`config.mk`:
```
export PLATFORM = sky130hd
export DESIGN_NAME = gate_pair_stage
export DESIGN_NICKNAME = d
export VERILOG_FILES = /design/src/rtl/gps_pkg.sv /design/src/rtl/gps_ref_sel.sv /design/src/rtl/gps_deadtime.sv /design/src/rtl/gps_out_map.sv /design/src/rtl/gate_pair_stage.sv
export SDC_FILE = /design/constraint.sdc
export NUM_CORES = 1
export LEC_CHECK = 0
export ABC_CLOCK_PERIOD_IN_PS = 2800
export BUFFER_PORTS_ARGS = -buffer_cell sky130_fd_sc_hd__clkbuf_2
export CAP_MARGIN = 20
export CORE_MARGIN = 2
export CORE_UTILIZATION = 45
export CTS_CLUSTER_SIZE = 12
export DETAILED_ROUTE_END_ITERATION = 8
export PLACE_DENSITY = 0.66
export SYNTH_ARGS = -nofsm -noshare
export SYNTH_HDL_FRONTEND = slang
export SYNTH_SLANG_ARGS = --single-unit
```
`constraint.sdc`:
```
create_clock -name clk -period 2.8 [get_ports clk]
set_clock_uncertainty 0.05 [all_clocks]
set_input_delay 0.84 -clock clk [delete_from_list [all_inputs] [get_ports clk]]
set_output_delay 0.84 -clock clk [all_outputs]
set_load 0.02 [all_outputs]
```
`src/rtl/gps_pkg.sv`:
```
package gps_pkg;
   typedef enum logic [1:0] {
      MD_FROZEN = 2'b00,
      MD_PWM    = 2'b01,
      MD_LOW    = 2'b10,
      MD_HIGH   = 2'b11
   } ref_mode_e;
endpackage

```
`src/rtl/gps_ref_sel.sv`:
```
// Samples the mode, enables and global enable; forms the reference level and
// flags any reference edge or configuration change for the dead-time counter.
module gps_ref_sel
   import gps_pkg::*;
(
   input  logic       clk,
   input  logic       rst_n,
   input  logic       cmp_i,
   input  logic [1:0] mode_i,
   input  logic       en_hi_i,
   input  logic       en_lo_i,
   input  logic       moe_i,
   output logic       ref_o,
   output logic       en_hi_o,
   output logic       en_lo_o,
   output logic       moe_o,
   output logic       restart_o
);
   localparam int CFG_W = 4;

   logic [CFG_W-1:0] cfg_q, cfg_d;
   logic             ref_q, ref_d, moe_q;

   always_comb begin
      case (ref_mode_e'(mode_i))
         MD_PWM:  ref_d = cmp_i;
         MD_HIGH: ref_d = 1'b1;
         MD_LOW:  ref_d = 1'b0;
         default: ref_d = ref_q;
      endcase
   end

   assign cfg_d     = {mode_i, en_hi_i, en_lo_i};
   assign restart_o = (ref_d != ref_q) || (cfg_d != cfg_q);

   always_ff @(posedge clk or negedge rst_n) begin
      if (!rst_n) begin
         ref_q <= 1'b0;
         cfg_q <= '0;
         moe_q <= 1'b0;
      end else begin
         ref_q <= ref_d;
         cfg_q <= cfg_d;
         moe_q <= moe_i;
      end
   end

   assign ref_o   = ref_q;
   assign en_hi_o = cfg_q[1];
   assign en_lo_o = cfg_q[0];
   assign moe_o   = moe_q;
endmodule

```
`src/rtl/gps_deadtime.sv`:
```
// Holds the programmable dead time and counts it down after each restart.
module gps_deadtime #(
   parameter int DT_W     = 8,
   parameter int DT_RESET = 10
) (
   input  logic            clk,
   input  logic            rst_n,
   input  logic            dt_wr_i,
   input  logic [DT_W-1:0] dt_val_i,
   input  logic            restart_i,
   output logic            busy_o,
   output logic [DT_W-1:0] dt_o
);
   localparam logic [DT_W-1:0] DT_INIT = DT_W'(DT_RESET);

   logic [DT_W-1:0] dt_q, cnt_q;

   assign busy_o = (cnt_q != '0);
   assign dt_o   = dt_q;

   always_ff @(posedge clk or negedge rst_n) begin
      if (!rst_n) begin
         dt_q  <= DT_INIT;
         cnt_q <= '0;
      end else begin
         if (dt_wr_i)
            dt_q <= dt_val_i;
         if (restart_i)
            cnt_q <= dt_q;
         else if (busy_o)
            cnt_q <= cnt_q - 1'b1;
      end
   end
endmodule

```
`src/rtl/gps_out_map.sv`:
```
// Maps reference, dead-zone flag and enables onto the two pins.
// Side 0 is the high side (reference), side 1 the low side (inverse).
module gps_out_map #(
   parameter bit IDLE_HI = 1'b1,
   parameter bit IDLE_LO = 1'b1,
   parameter bit POL_HI  = 1'b0,
   parameter bit POL_LO  = 1'b0
) (
   input  logic ref_i,
   input  logic busy_i,
   input  logic en_hi_i,
   input  logic en_lo_i,
   input  logic moe_i,
   output logic gate_hi_o,
   output logic gate_lo_o
);
   localparam int         SIDES  = 2;
   localparam bit [1:0]   IDLE_V = {IDLE_LO, IDLE_HI};
   localparam bit [1:0]   POL_V  = {POL_LO, POL_HI};

   logic [SIDES-1:0] en_v, pin_v;

   assign en_v = {en_lo_i, en_hi_i};

   for (genvar s = 0; s < SIDES; s++) begin : g_side
      logic phase, act;
      assign phase = (s == 0) ? ref_i : ~ref_i;
      always_comb begin
         if (!en_v[s])
            act = 1'b0;
         else if (en_v[SIDES-1-s])
            act = phase & ~busy_i;
         else
            act = phase;
         pin_v[s] = moe_i ? (act ^ POL_V[s]) : IDLE_V[s];
      end
   end

   assign gate_hi_o = pin_v[0];
   assign gate_lo_o = pin_v[1];
endmodule

```
`src/rtl/gate_pair_stage.sv`:
```
module gate_pair_stage #(
   parameter int DT_W     = 8,
   parameter int DT_RESET = 10,
   parameter bit IDLE_HI  = 1'b1,
   parameter bit IDLE_LO  = 1'b1,
   parameter bit POL_HI   = 1'b0,
   parameter bit POL_LO   = 1'b0
) (
   input  logic            clk,
   input  logic            rst_n,
   input  logic            cmp_i,
   input  logic [1:0]      mode_i,
   input  logic            en_hi_i,
   input  logic            en_lo_i,
   input  logic            moe_i,
   input  logic            dt_wr_i,
   input  logic [DT_W-1:0] dt_val_i,
   output logic            gate_hi_o,
   output logic            gate_lo_o
);
   localparam longint DT_MAX = (64'd1 << DT_W) - 1;

   if (DT_W < 1 || DT_W > 16) begin : g_bad_w
      $error("gate_pair_stage: DT_W must lie in 1..16");
   end
   if (DT_RESET < 0 || DT_RESET > DT_MAX) begin : g_bad_rst
      $error("gate_pair_stage: DT_RESET does not fit in DT_W bits");
   end

   logic            ref_w, en_hi_w, en_lo_w, moe_w, restart_w, busy_w;
   logic [DT_W-1:0] dt_w;

   gps_ref_sel u_ref (
      .clk       (clk),
      .rst_n     (rst_n),
      .cmp_i     (cmp_i),
      .mode_i    (mode_i),
      .en_hi_i   (en_hi_i),
      .en_lo_i   (en_lo_i),
      .moe_i     (moe_i),
      .ref_o     (ref_w),
      .en_hi_o   (en_hi_w),
      .en_lo_o   (en_lo_w),
      .moe_o     (moe_w),
      .restart_o (restart_w)
   );

   gps_deadtime #(.DT_W(DT_W), .DT_RESET(DT_RESET)) u_dt (
      .clk       (clk),
      .rst_n     (rst_n),
      .dt_wr_i   (dt_wr_i),
      .dt_val_i  (dt_val_i),
      .restart_i (restart_w),
      .busy_o    (busy_w),
      .dt_o      (dt_w)
   );

   gps_out_map #(
      .IDLE_HI(IDLE_HI), .IDLE_LO(IDLE_LO),
      .POL_HI(POL_HI),   .POL_LO(POL_LO)
   ) u_map (
      .ref_i     (ref_w),
      .busy_i    (busy_w),
      .en_hi_i   (en_hi_w),
      .en_lo_i   (en_lo_w),
      .moe_i     (moe_w),
      .gate_hi_o (gate_hi_o),
      .gate_lo_o (gate_lo_o)
   );
endmodule

```
==> metrics.yaml <==
grt.overflow.total: 0
synthToLayoutAreaGrowth_pct: 25.2
ant_nets: 0
die_area_mm2: 0.00290
leakagePower_nw: 0.665
status: "finished, violations left"
grt_max_degree: 23
synth_seq_cells: 22
chipWidth_um: 53.8
initial_core_util: 0.464
drc_errors: 0
ir_worst_vdd_mv: 0.321
clkTransAtPathRegs_ns: 0.11
vias: 753
final_cell_mix: "20 x dfrtp_1, 17 x buf_4, 16 x clkbuf_2"
syn_nets: 107
port_buffers: 18
failed_checks: "setup timing"
critPathCaptureType: "primary output"
grt_pass1_wl_um: 3320
clock_path_buffers: 2
synth_area_mm2: 0.00112
arrival_ns: 2.02
setup_slack_ns: -0.113
diodes: 0
reg2reg_from: "u_dt.cnt_q[0]"
min_period_ns: 2.91
gp_congestion: 0.838
htree_levels: 1
cp-startpoint: "u_dt.cnt_q[1]"
clock-sinks: 22
grt_antenna_before_repair: 0
slew_viol_final: 0
io_pins: 19
dr.pass1.iters: 4
fin_crit_sh: 1.04
ys_warn_count: 0
hold_path.class: "input pin to asynchronous set/reset pin"
required_ns: 1.91
cts-root-buf: "clkbuf_4"
finalPower_mw: 0.685
hold_viol_final: 0
synth_cell_types: 30
cts_tree: "yes"
viasPerCell: 4.92
drive_gt1_frac: 0.537
timing.hold.ws_ns: 0.445
synth.avg_cell_area_um2: 12.7
syn_inst: 88
worst_pin_slew_ns: 0.521
die_h_um: 53.8
ys_seq_area_frac: 0.495
gr-usage-all-layers: 0.160
rows: 18
wl_per_cell_um: 13.5
fmax_ghz: 0.343
clk_latency_ns: 0.29
crit_type: "register to primary output"
grt_pass1_vias: 802
cts-buffers-inserted: 3
crit_fanout: 2
setup_viol: 1
maxSlewHeadroom: 0.652
hpwlAfterDp_um: 1370
rsz0062_at_grt: "yes"
wirelength_um: 2060
p_per_area_mw_per_mm2: 490
core_area_mm2: 0.00241
start_kind: "register"
first_iter_violations: 12
layout_commonest_cell: "dfrtp_1"
final_nets: 144
maxCapViolCount: 0
cells in the mapped netlist, drive strengths merged:
library cell,n,share of area
a211o,1,0.0078
a211oi,1,0.0067
a21boi,1,0.0067
a21oi,3,0.013
a221o,1,0.0090
a31oi,1,0.0056
and2b,1,0.0078
and3,1,0.0056
and3b,1,0.0090
buf,1,0.010
clkbuf,1,0.0034
dfrtp,20,0.45
dfstp,2,0.047
ha,2,0.022
inv,5,0.017
mux2,18,0.21
nand2,2,0.0067
nand4,1,0.0056
nor2,7,0.030
nor3,3,0.013
nor3b,1,0.0067
o211ai,1,0.0067
o21a,1,0.0067
or2,1,0.0078
or3b,1,0.0078
or4,1,0.010
xnor2,8,0.063
xor2,1,0.0078
cell type report:
class | instances | area (um2)
clock buffers | 3 | 22.5
fillers | 203 | 1010
inverters | 5 | 18.8
multi-input cells | 59 | 546
flip-flops and latches | 22 | 553
well taps | 30 | 37.5
repair buffers | 34 | 221
state kept, by name (all words and copies together) (netlist names):
register / cells
u_ref.cfg_q: 4
u_ref.ref_o: 1
u_dt.cnt_q: 8
u_dt.dt_o: 8
u_ref.moe_o: 1
worst max-delay path, cell delays in order (launching register included):
cell	delay [ns]
dfrtp_1	0.43
inv_2	0.10
ha_4	0.13
or3b_4	0.37
or2_4	0.24
a211o_1	0.25
nand2_1	0.08
clkbuf_8	0.14
through the flow:
stage	setup slack, ns	instances	setup TNS, ns	util	instance area [um2]
global route	-0.188	153	-0.202	0.580	1400
CTS	-0.0981	151	-0.0981	0.573	1380
floorplan	0.120	88	0	-	1120
finish	-0.113	153	-0.113	0.580	1400
global placement	0.0995	136	0	0.517	1240
detailed placement	0.0588	136	0	0.517	1240
report_power, final:
part	total [mW]	internal (mW)	switching, mW
logic	0.177	0.106	0.0718
clock network	0.134	0.0500	0.0835
registers	0.374	0.350	0.0234
cell families after synthesis:
| family | count (synthesis) | synth area share |
|---|---|---|
| AO/OA/AOI/OAI | 10 | 0.0627 |
| multiplexers | 18 | 0.208 |
| AND/OR/NAND/NOR | 20 | 0.111 |
| buffers and inverters | 7 | 0.0302 |
| flip-flops | 22 | 0.495 |
| XOR/XNOR | 9 | 0.0706 |
| adder cells (fa/ha/maj) | 2 | 0.0224 |
what timing repair did:
action                                  CTS  global route
endpoints found under the setup margin    2             2
setup buffers                            12             2
hold buffers                              0             0
pin swaps                                 4             2
gates resized for setup                   7             2
layer usage:
layer | GRT usage | part of all wire | vias to the layer above | routed length, um
li1 | - | - | 379 | -
met1 | 0.201 | 0.42 | 354 | 865
met2 | 0.252 | 0.53 | 18 | 1100
met3 | 0.0389 | 0.042 | 2 | 86
met4 | 0.0897 | 0.0063 | 0 | 13
met5 | 0 | 0 | - | 0
path summary, 6_finish.rpt:
| check | to | depth (start not counted) | slack [ns] |
|---|---|---|---|
| max in group asynchronous | u_dt.dt_o[3] | 1 | 1.89 |
| worst min-delay path | u_ref.ref_o | 1 | 0.45 |
| worst max-delay path | gate_lo_o | 7 | -0.11 |
| worst max register to register | u_dt.cnt_q[4] | 11 | 0.74 |
| worst min register to register | u_dt.cnt_q[7] | 1 | 0.47 |
| min in group clk | u_dt.cnt_q[7] | 1 | 0.47 |
No activity file was read; power rests on OpenSTA's default activity.
